<file path="src/rtl/exc_pkg.sv">
package exc_pkg;
  localparam int NUM_CAUSE = 6;
  localparam int CAUSE_POR = 0;
  localparam int CAUSE_PIN = 1;
  localparam int CAUSE_WDOG = 2;
  localparam int CAUSE_LVD = 3;
  localparam int CAUSE_BADADDR = 4;
  localparam int CAUSE_BADOP = 5;
  localparam logic [15:0] VEC_BASE_DEF = 16'hFFE0;
  localparam logic [15:0] RST_VEC_USER_DEF = 16'hFFFE;
  localparam logic [15:0] RST_VEC_MON_DEF = 16'hFEFE;
endpackage

</file>
<file path="src/rtl/exc_req_sample.sv">
module exc_req_sample #(
  parameter int W = 15
) (
  input  logic         clk,
  input  logic         rst_n,
  input  logic [W-1:0] req_i,
  output logic [W-1:0] req_q_o
);
  logic [W-1:0] req_d, req_q;

  always_comb begin
    req_d = req_i;
  end

  always_ff @(posedge clk or negedge rst_n) begin
    if (!rst_n) req_q <= '0;
    else        req_q <= req_d;
  end

  assign req_q_o = req_q;
endmodule

</file>
<file path="src/rtl/exc_prio_pick.sv">
module exc_prio_pick #(
  parameter int          N_HW     = 14,
  parameter logic [15:0] VEC_BASE = 16'hFFE0
) (
  input  logic [N_HW-1:0] hw_req_q,
  input  logic [N_HW-1:0] hw_en,
  input  logic            swi_q,
  input  logic            i_mask,
  output logic            hit_o,
  output logic [15:0]     vec_o
);
  localparam int NSRC = N_HW + 1;
  localparam int IDXW = $clog2(NSRC);

  logic [NSRC-1:0] qual;
  logic [IDXW-1:0] idx;

  for (genvar g = 0; g < N_HW; g++) begin : g_qual
    assign qual[g] = hw_req_q[g] & hw_en[g] & ~i_mask;
  end
  assign qual[N_HW] = swi_q;

  always_comb begin
    hit_o = 1'b0;
    idx   = '0;
    for (int i = 0; i < NSRC; i++) begin
      if (qual[i]) begin
        hit_o = 1'b1;
        idx   = IDXW'(i);
      end
    end
    vec_o = VEC_BASE + 16'({idx, 1'b0});
  end
endmodule

</file>
<file path="src/rtl/exc_rst_cause.sv">
module exc_rst_cause
  import exc_pkg::*;
(
  input  logic                 clk,
  input  logic                 rst_n,
  input  logic [NUM_CAUSE-1:0] src_i,
  input  logic                 clr_i,
  output logic [NUM_CAUSE-1:0] cause_o
);
  logic [NUM_CAUSE-1:0] cause_d, cause_q;
  logic                 cause_en;

  always_comb begin
    cause_en = (|src_i) | clr_i;
    cause_d  = cause_q;
    if (src_i[CAUSE_POR]) begin
      cause_d = NUM_CAUSE'(1) << CAUSE_POR;
    end else if (|src_i) begin
      cause_d = cause_q | src_i;
    end else if (clr_i) begin
      cause_d = '0;
    end
  end

  always_ff @(posedge clk or negedge rst_n) begin
    if (!rst_n)        cause_q <= '0;
    else if (cause_en) cause_q <= cause_d;
  end

  assign cause_o = cause_q;

  assert_por_only_R9: assert property (@(posedge clk) disable iff (!rst_n)
    src_i[CAUSE_POR] |=> (cause_o == (NUM_CAUSE'(1) << CAUSE_POR)));

  assert_cause_accum_R8: assert property (@(posedge clk) disable iff (!rst_n)
    ((|src_i) && !src_i[CAUSE_POR]) |=>
      ((cause_o & $past(src_i)) == $past(src_i)) &&
      ((cause_o & $past(cause_o)) == $past(cause_o)));

  assert_clear_R10: assert property (@(posedge clk) disable iff (!rst_n)
    (clr_i && !(|src_i)) |=> (cause_o == '0));
endmodule

</file>
<file path="src/rtl/exc_vector_arb.sv">
module exc_vector_arb
  import exc_pkg::*;
#(
  parameter int          N_HW         = 14,
  parameter logic [15:0] VEC_BASE     = VEC_BASE_DEF,
  parameter logic [15:0] RST_VEC_USER = RST_VEC_USER_DEF,
  parameter logic [15:0] RST_VEC_MON  = RST_VEC_MON_DEF
) (
  input  logic                 clk,
  input  logic                 rst_n,
  input  logic [NUM_CAUSE-1:0] rst_src,
  input  logic [N_HW-1:0]      irq_req,
  input  logic [N_HW-1:0]      irq_en,
  input  logic                 swi_req,
  input  logic                 i_mask,
  input  logic                 instr_last,
  input  logic                 monitor_mode,
  input  logic                 cause_clr,
  output logic                 take,
  output logic                 take_is_reset,
  output logic [15:0]          vec_addr,
  output logic [NUM_CAUSE-1:0] rst_cause
);
  localparam int NSRC = N_HW + 1;
  localparam logic [15:0] SWI_VEC = VEC_BASE + 16'(2 * N_HW);

  logic [NSRC-1:0] req_q;
  logic            pick_hit;
  logic [15:0]     pick_vec;
  logic            any_rst;

  logic        take_d, take_q;
  logic        isr_d, isr_q;
  logic [15:0] vec_d, vec_q;

  exc_req_sample #(.W(NSRC)) u_sample (
    .clk     (clk),
    .rst_n   (rst_n),
    .req_i   ({swi_req, irq_req}),
    .req_q_o (req_q)
  );

  exc_prio_pick #(.N_HW(N_HW), .VEC_BASE(VEC_BASE)) u_pick (
    .hw_req_q (req_q[N_HW-1:0]),
    .hw_en    (irq_en),
    .swi_q    (req_q[N_HW]),
    .i_mask   (i_mask),
    .hit_o    (pick_hit),
    .vec_o    (pick_vec)
  );

  exc_rst_cause u_cause (
    .clk     (clk),
    .rst_n   (rst_n),
    .src_i   (rst_src),
    .clr_i   (cause_clr),
    .cause_o (rst_cause)
  );

  assign any_rst = |rst_src;

  always_comb begin
    take_d = 1'b0;
    isr_d  = 1'b0;
    vec_d  = vec_q;
    if (any_rst) begin
      take_d = 1'b1;
      isr_d  = 1'b1;
      vec_d  = monitor_mode ? RST_VEC_MON : RST_VEC_USER;
    end else if (instr_last && pick_hit) begin
      take_d = 1'b1;
      vec_d  = pick_vec;
    end
  end

  always_ff @(posedge clk or negedge rst_n) begin
    if (!rst_n) begin
      take_q <= 1'b0;
      isr_q  <= 1'b0;
      vec_q  <= '0;
    end else begin
      take_q <= take_d;
      isr_q  <= isr_d;
      if (take_d) vec_q <= vec_d;
    end
  end

  assign take          = take_q;
  assign take_is_reset = isr_q;
  assign vec_addr      = vec_q;

  assert_rst_take_R1: assert property (@(posedge clk) disable iff (!rst_n)
    (|rst_src) |=> (take && take_is_reset));

  assert_rst_vec_R2: assert property (@(posedge clk) disable iff (!rst_n)
    (|rst_src) |=> (vec_addr == ($past(monitor_mode) ? RST_VEC_MON : RST_VEC_USER)));

  assert_irq_vec_align_R3: assert property (@(posedge clk) disable iff (!rst_n)
    (take && !take_is_reset) |-> (vec_addr[0] == 1'b0) && (vec_addr >= VEC_BASE) &&
                                 (vec_addr <= SWI_VEC));

  assert_irq_boundary_R5: assert property (@(posedge clk) disable iff (!rst_n)
    (take && !take_is_reset) |-> $past(instr_last));

  assert_mask_swi_only_R6: assert property (@(posedge clk) disable iff (!rst_n)
    (take && !take_is_reset && $past(i_mask)) |-> (vec_addr == SWI_VEC));

  assert_vec_hold_R7: assert property (@(posedge clk) disable iff (!rst_n)
    !take |-> $stable(vec_addr));
endmodule

</file>
<file path="config.mk">
export PLATFORM = sky130hd
export DESIGN_NAME = exc_vector_arb
export DESIGN_NICKNAME = d
export VERILOG_FILES = /design/src/rtl/exc_pkg.sv /design/src/rtl/exc_req_sample.sv /design/src/rtl/exc_prio_pick.sv /design/src/rtl/exc_rst_cause.sv /design/src/rtl/exc_vector_arb.sv
export SDC_FILE = /design/constraint.sdc
export NUM_CORES = 1
export LEC_CHECK = 0
export CAP_MARGIN = 20
export CELL_PAD_IN_SITES_DETAIL_PLACEMENT = 1
export CELL_PAD_IN_SITES_GLOBAL_PLACEMENT = 1
export CORE_UTILIZATION = 44
export CTS_CLUSTER_SIZE = 40
export DETAILED_ROUTE_END_ITERATION = 8
export DONT_BUFFER_PORTS = 1
export HOLD_SLACK_MARGIN = 0.05
export PLACE_DENSITY = 0.86
export SLEW_MARGIN = 10
export SYNTH_ARGS = -nofsm -noshare
export SYNTH_HDL_FRONTEND = slang
export SYNTH_SLANG_ARGS = --single-unit
</file>
<file path="constraint.sdc">
create_clock -name clk -period 2.15 [get_ports clk]
set_input_delay 0.645 -clock clk [delete_from_list [all_inputs] [get_ports clk]]
set_output_delay 0.645 -clock clk [all_outputs]
set_load 0.01 [all_outputs]
</file>
# Word level (Yosys, flattened, before mapping)
# Index checks and enable logic that the tools add are counted.
# op_classes
addsub	1
mux	38
reduce_logical	6
n_bitwise	31
# ops
operator	n
$mux W16	2
$and A1 B1 Y1	28
$mux W4	7
$mux W1	19
$mux W6	3
$mux W3	4
$mux W9	1
$add A6 B6 Y7 const A	1
$or A6 B6 Y6	1
$reduce_or A6 Y1	1
$mux W2	2
$reduce_and A2 Y1	2
$reduce_bool A3 Y1	1
$reduce_bool A2 Y1	1
$logic_and A1 B1 Y1	1
$not A1 Y1	1
$or A1 B1 Y1	1
# totals
inputBits	41
wordCells	81
output_inout_bits	24
regBits	39

# Logic depth before layout (Yosys ltp)
# Gate-level depths: netlist of run 1.
# logic_depth
depth_word	21
depth_mapped	7
mapped_depth_nobuf	6

# Hierarchy
# From an unflattened synthesis of run 1, not the netlist that was laid out.
# hier_totals
cells_unflattened	169
area_unflattened_um2	1747.9
# by_module_without_submodules
module	area_per_inst_um2	n_inst	seq_area_each_um2	cells_each
exc_vector_arb	749.5	1	450.4	78
exc_req_sample	375.4	1	375.4	15
exc_prio_pick	345.3	1	0.0	54
exc_rst_cause	277.8	1	150.1	22

# Worst setup path before layout of run 1
# OpenSTA, ideal clock, no wires.
# synth_timing
path_kind	input to register
from	input port irq_en[9]
to	register vec_q[1] (netlist: vec_addr[1])
required_ns	2.026
arrival_ns	1.799
path_buffers	0
path_slack_ns	0.227
cell_stages	5
setup_time_ns	0.124
path_cell_list	nand2_1 a41oi_1 o41ai_4 nor4bb_1 a211o_1
# synth_between
elab_chain_len	12
word_cells_on_any_way	22
cone_classes	add/sub: 1; mux: 16; bitwise: 2; reduce/logical: 3
# synth_lines
element	line_no	rtl
from (decl)	exc_vector_arb.sv:13	input logic [N_HW-1:0] irq_en,
$and A1 B1 Y1 (*) (2 in series)	exc_prio_pick.sv:19	assign qual[g] = hw_req_q[g] & hw_en[g] & ~i_mask;
branches (longest 10 deep; another with $add A6 B6 Y7)	--	
to (signal assigned)	exc_vector_arb.sv:84	if (take_d) vec_q <= vec_d;
to (decl)	exc_vector_arb.sv:34	logic [15:0] vec_d, vec_q;
# Every way passes the cells marked *. The select of a mux whose other input is x is not followed.
# A chain may end at the register's enable or synchronous reset.

==> results of run 1 <==
## routing by layer
| layer | GRT usage, % | vias up | routed length [um] |
|---|---|---|---|
| met5 | 0 | - | 0 |
| met2 | 35.94 | 48 | 1499 |
| met4 | 7.500 | 0 | 28 |
| met3 | 10.66 | 3 | 303 |
| li1 | - | 379 | - |
| met1 | 23.62 | 405 | 1011 |
## power by group through the flow
stage          sequential [mW]  clock, mW  combinational [mW]
6_report                 0.589      0.380              0.0815
5_1_grt                  0.592      0.408              0.0911
4_1_cts                  0.589      0.383              0.0820
3_5_place_dp             0.600          0              0.0671
3_3_place_gp             0.598          0              0.0630
2_1_floorplan            0.595          0              0.0558
## synthesized netlist by cell type
master	n
a22oi_1	3
buf_4	10
inv_1	1
nor2_1	8
nor4bb_1	1
o41ai_4	1
clkbuf_1	1
or2_1	1
nand2_1	14
a22oi_2	2
dfrtp_1	29
a32o_1	1
o2111ai_1	1
a41oi_1	2
o21a_1	2
a32oi_1	1
nor3b_1	1
a211o_1	1
buf_2	1
mux2i_1	1
a22o_1	1
a31oi_1	1
a21o_1	3
and3_1	1
a21oi_1	9
o21ai_0	5
o41a_1	1
nand2b_1	3
a311o_1	1
conb_1	1
or4_1	1
## final timing paths
kind	endpoint	slack, ps	depth (start not counted)
setup / recovery	vec_addr[5]	210	0
hold / removal	u_sample.req_q_o[13]	110	1
setup reg to reg	vec_addr[1]	300	5
hold reg to reg	u_cause.cause_o[2]	560	1
max in group asynchronous	u_cause.cause_o[5]	1880	1
min in group clk	u_sample.req_q_o[2]	320	0
## layout by cell type, fill, tap and decap left out, drive strengths merged
cell and n:
dfrtp 29, nand2 14, a21oi 9, nor2 8
clkbuf 7, o21ai 5, a22oi 5, a21o 3
nand2b 3, buf 3, a41oi 2, o21a 2
and3 1, inv 1, o41ai 1, or4 1
a311o 1, mux2i 1, nor3b 1, o41a 1
a22o 1, a31oi 1, a32o 1, a32oi 1
o2111ai 1, nor4bb 1, a211o 1, or2 1
conb 1, clkinv 1
## cell families (layout without fill, tap and decap cells)
kind of cell / after synthesis / after routing / share of synthesized area (%)
AOI/OAI and AO/OA: 35 / 35 / 22.02
and+or+nand+nor: 30 / 30 / 11.21
DFF: 29 / 29 / 58.59
buffers and inverters: 13 / 12 / 7.070
other: 1 / 1 / 0.3027
muxes: 1 / 1 / 0.8081
## registers in the layout, indices dropped and copies added, names as in the netlist
| name | count |
|---|---|
| u_sample.req_q_o | 15 |
| take_is_reset | 1 |
| u_cause.cause_o | 6 |
| take | 1 |
| vec_addr | 6 |
## cell type report
| class | instances | area, um^2 | share of cell area (%) |
|---|---|---|---|
| Clock inverter | 1 | 5.005 | 0.3857 |
| Timing Repair Buffer | 3 | 35.03 | 2.700 |
| Clock buffer | 7 | 65.06 | 5.014 |
| Sequential cell | 29 | 725.7 | 55.93 |
| Tap cell | 30 | 37.54 | 2.893 |
| Multi-Input combinational cell | 67 | 425.4 | 32.79 |
| Inverter | 1 | 3.754 | 0.2893 |
## through the flow
step | setup slack [ps] | hold WS (ps) | area, um^2 | utilization, % | total power, mW
after detailed placement | 90.89 | 349.9 | 1207 | 47.03 | 0.6669
after CTS | 195.6 | 114.9 | 1297 | 50.54 | 1.054
after floorplan | 226.9 | 349.4 | 1239 | - | 0.6509
after global placement | 214.3 | 350.0 | 1207 | 47.03 | 0.6611
final | 206.2 | 109.9 | 1297 | 50.54 | 1.050
after global routing | 38.21 | 108.6 | 1297 | 50.54 | 1.091
## what timing repair did
item,4_1_cts,5_1_grt
gates resized for setup,0,0
hold endpoints to repair,29,0
hold buffers,1,0
==> key figures, run 1 <==
Place
  • Number of I/O port buffers: 0
  • Placed Cells: 129
  • GPL Wtd Cong: 0.7147
  • DP Wirelength: 2173 um

Routing
  • Routed vias/inst: 6.051
  • TritonRoute pass-1 iters: 4
  • Vias: 835
  • Post-DR wirelength/cell: 20.59 um
  • DRC violations left: 0
  • DRT antenna net count: 0
  • Final WL: 2842 um
  • Iteration-0 DRC count of the detailed router: 8

GRT
  • GRT Overall Usage: 21.52%
  • Initial antenna violation count: 0
  • Largest net degree at the start of global routing: 30
  • Gr ovfl total: 0
  • First-pass GRT wire length: 4209 um
  • Vias in the first global route: 878

Logic synthesis
  • Cells after Synth: 109
  • Largest cells by area after synthesis: dfrtp_1 59%, buf_4 6.1%, nand2_1 4.2%
  • Flop and latch count out of synthesis: 29
  • Count of cell types in the netlist: 31
  • Synth warn: 0
  • Top cell type by total area after synthesis: dfrtp_1
  • Sequential area share after synthesis: 58.59%
  • Top cell type's share of synthesized area: 58.59%
  • Synthesized area: 1239 um^2
  • Synth Area per Inst: 11.36 um^2
  • Mapped Nets: 150

Die
  • Die height: 55.06 um
  • Io pins: 65
  • Die width: 55.06 um
  • Row count: 18
  • Initial Utilization: 48.25%
  • Core ar.: 2567 um^2
  • DIE AREA: 3032 um^2

Worst hold path
  • Hold Path Class: input pin to asynchronous set/reset pin

Power
  • Clock Power Share: 36.2%
  • Pwr dens: 809.3 nW/um^2
  • Seq pwr share: 56.1%
  • Pleak: 0.5189 nW
  • Cell internal pwr: 0.7935 mW
  • Worst vdd ir: 0.5297 mV
  • Net Sw Frac: 24.43%
  • Combinational share of power: 7.8%
  • Switching pwr: 0.2565 mW

Cells and area
  • Share of layout cells above drive strength 1: 12.96%
  • Final net count: 148
  • FILL cells: 292
  • Non-Filler Instances: 138
  • Synthesis-to-finish area growth: 4.747%
  • Antenna cells: 0

STA
  • Slew @ Worst Pin: 926.9 ps
  • RSZ-0062 raised after global routing: false
  • Post-route minimum period: 1944 ps
  • Final period util: 90.41%
  • F_max: 514.5 MHz
  • Max-slew violations: 0
  • Count of final setup violators: 0
  • Slew headroom: 38.20%
  • Setup TNS: 0 ps
  • Final Hold Fails: 0
  • Clock Skew: 4.423 ps

Setup path
  • WS Path Type: flip-flop to primary output
  • CP Launch Point: vec_addr[14]
  • Crit Path Max Fanout: 11
  • Worst EP required: 1500 ps
  • Crit end category: primary output
  • Crit path launch type: flip-flop
  • Arrival time at the worst endpoint: 1300 ps
  • RR Startpoint: u_sample.req_q_o[9]

Clocking
  • Clk_lat worst skew: 340 ps
  • CTS buffer count: 5
  • Clock Path Buffers: 2
  • CTS tree: built
  • # H-tree levels: 2
  • Worst-path clk slew: 90 ps
  • CTS sink cnt: 29
  • Setup Fix Bufs, Post-CTS: 0
  • CTS root buf: clkbuf_4

Job
  • MaxCap Viol Count: 0

Run status
  • Status: completed
No activity file was read; power rests on OpenSTA's default activity.
==> run 2, diff against run 1 <==
Settings changed: CORE_UTILIZATION 44 to 48, PLACE_DENSITY 0.86 to 0.92.
Clock period 2.15 ns to 2.4 ns, I/O delays scaled along.
==> key figures, run 2 (synthesized netlist as in run 1, its figures left out) <==
Cells and area
  • Most common cell after layout, fill and taps aside: dfrtp_1
  • Synthesis-to-finish area growth: 1.212%
  • Antenna cells: 0 (unchanged)
  • Most frequent cells in the layout: 29 x dfrtp_1, 14 x nand2_1, 9 x a21oi_1, 8 x nor2_1
  • Share of layout cells above drive strength 1: 9.434% (-3.5 points)
  • Max FFs per register: 15 (unchanged)
  • Final net count: 146 (-1.4%)
  • FILL cells: 267 (-8.6%)

Worst hold path
  • Hold Path Class: input pin to asynchronous set/reset pin

Die
  • Die width: 52.80 um (-4.1%)
  • Initial Utilization: 50.46% (+2.2 points)
  • DIE AREA: 2788 um^2 (-8.0%)
  • Io pins: 65 (unchanged)
  • Row count: 18 (unchanged)
  • Die height: 52.80 um (-4.1%)
  • Core ar.: 2455 um^2 (-4.4%)

Place
  • Number of I/O port buffers: 0 (unchanged)
  • DP Wirelength: 2119 um (-2.5%)
  • GPL Wtd Cong: 0.7942 (+11%)

Routing
  • Vias: 833 (-0.24%)
  • Post-DR wirelength/cell: 20.15 um (-2.2%)
  • Final WL: 2740 um (-3.6%)
  • DRC violations left: 0 (unchanged)
  • DRT antenna net count: 0 (unchanged)
  • TritonRoute pass-1 iters: 4 (unchanged)
  • Routed vias/inst: 6.125 (+1.2%)
  • Iteration-0 DRC count of the detailed router: 7 (-1)

Setup path
  • Worst-case reg-to-reg path depth: 5 (unchanged)
  • Crit path launch type: flip-flop
  • Crit end category: primary output
  • WS Path Type: flip-flop to primary output
  • Arrival time at the worst endpoint: 1290 ps (about the same)
  • FF-to-FF End: vec_addr[1]
  • Crit Path Max Fanout: 11 (unchanged)
  • RR Startpoint: u_sample.req_q_o[9]
  • Worst R2R Setup Slack: 520 ps (+220 ps)
  • Worst EP required: 1680 ps (+180 ps)

Clocking
  • CTS buffer count: 5 (unchanged)
  • Clk_lat worst skew: 330 ps (about the same)
  • CTS sink cnt: 29 (unchanged)
  • Clock Path Buffers: 2 (unchanged)
  • Worst-path clk slew: 90 ps (about the same)
  • # H-tree levels: 2 (unchanged)
  • CTS tree: built
  • CTS root buf: clkbuf_4

Run status
  • Status: completed

GRT
  • First-pass GRT wire length: 4119 um (-2.1%)
  • Initial antenna violation count: 0 (unchanged)
  • GRT Overall Usage: 22.25% (+0.73 points)
  • Vias in the first global route: 944 (+7.5%)
  • Gr ovfl total: 0 (unchanged)
  • Largest net degree at the start of global routing: 30 (unchanged)

STA
  • Slew @ Worst Pin: 911.6 ps (-15.37 ps)
  • Final hold slack: 75.67 ps (-34.20 ps)
  • Slew headroom: 39.23% (+1.0 points)
  • F_max: 498.5 MHz
  • RSZ-0062 raised after global routing: false
  • Post-route minimum period: 2006 ps
  • Max-slew violations: 0 (unchanged)
  • Final period util: 83.59%
  • Setup TNS: 0 ps (unchanged)
  • Count of final setup violators: 0 (unchanged)
  • Clock Skew: 5.908 ps (+1.485 ps)
  • Final Hold Fails: 0 (unchanged)

Job
  • MaxCap Viol Count: 0 (unchanged)

Power
  • Pleak: 0.4955 nW (-4.5%)
  • Pwr dens: 693.5 nW/um^2 (-14%)
  • Overall power: 0.8695 mW (-17%)
  • Worst vdd ir: 0.6029 mV (+14%)
run 2: cell types whose count changed in the layout (fill, tap and decap cells not counted), sizes merged:
cell / previous run / this run
buf: 3 / 0
clkbuf: 7 / 6
clkinv: 1 / 2
dlygate4sd3: 0 / 1
run 2: report_power, final:
group | switching (mW) | internal (mW) | total [mW]
clock | 0.166 | 0.111 | 0.277
combinational | 0.0359 | 0.0285 | 0.0644
sequential | 0.0187 | 0.509 | 0.528
run 2: layer usage:
| metal | vias to the layer above | wire (um) | GRT usage [%] |
|---|---|---|---|
| met5 | - | 0 | 0 |
| met4 | 0 | 48 | 12.72 |
| met3 | 7 | 256 | 8.696 |
| met2 | 37 | 1456 | 37.55 |
| met1 | 414 | 979 | 23.27 |
| li1 | 375 | - | - |
run 2: per-stage QoR:
| step | utilization (%) | setup WS (ps) | cell area, um^2 | std cells |
|---|---|---|---|---|
| final | 51.07 | 393.8 | 1254 | 136 |
| after floorplan | - | 401.9 | 1239 | 109 |
| after CTS | 50.66 | 367.8 | 1244 | 135 |
| after global placement | 48.57 | 297.7 | 1192 | 127 |
| after global routing | 51.07 | 257.0 | 1254 | 136 |
| after detailed placement | 48.57 | 204.1 | 1192 | 127 |
run 2: area by class of cell:
cell class,count,area (um^2),area share [%]
well taps,30,37.54,2.994
inverters,1,3.754,0.2994
multi-input cells,67,425.4,33.93
clock buffers,6,41.29,3.293
flip-flops and latches,29,725.7,57.88
repair buffers,1,10.01,0.7984
clock inverters,2,10.01,0.7984
run 2: worst max path at each step:
stage | from | to | slack [ps] | cells after the start
2_1_floorplan | irq_en[9] | vec_addr[1] | 400 | 5
3_3_place_gp | irq_en[8] | vec_addr[1] | 300 | 5
4_1_cts | vec_addr[14] | vec_addr[5] | 370 | 0
5_1_grt | vec_addr[14] | vec_addr[5] | 260 | 0
3_5_place_dp | irq_en[9] | vec_addr[1] | 200 | 5
6_report | vec_addr[14] | vec_addr[5] | 390 | 0
run 2: repair_timing:
action / CTS / global route
buffers inserted: 0 / 0
hold buffers: 0 / 1
resized for setup: 0 / 0
endpoints found under the hold margin: 0 / 17
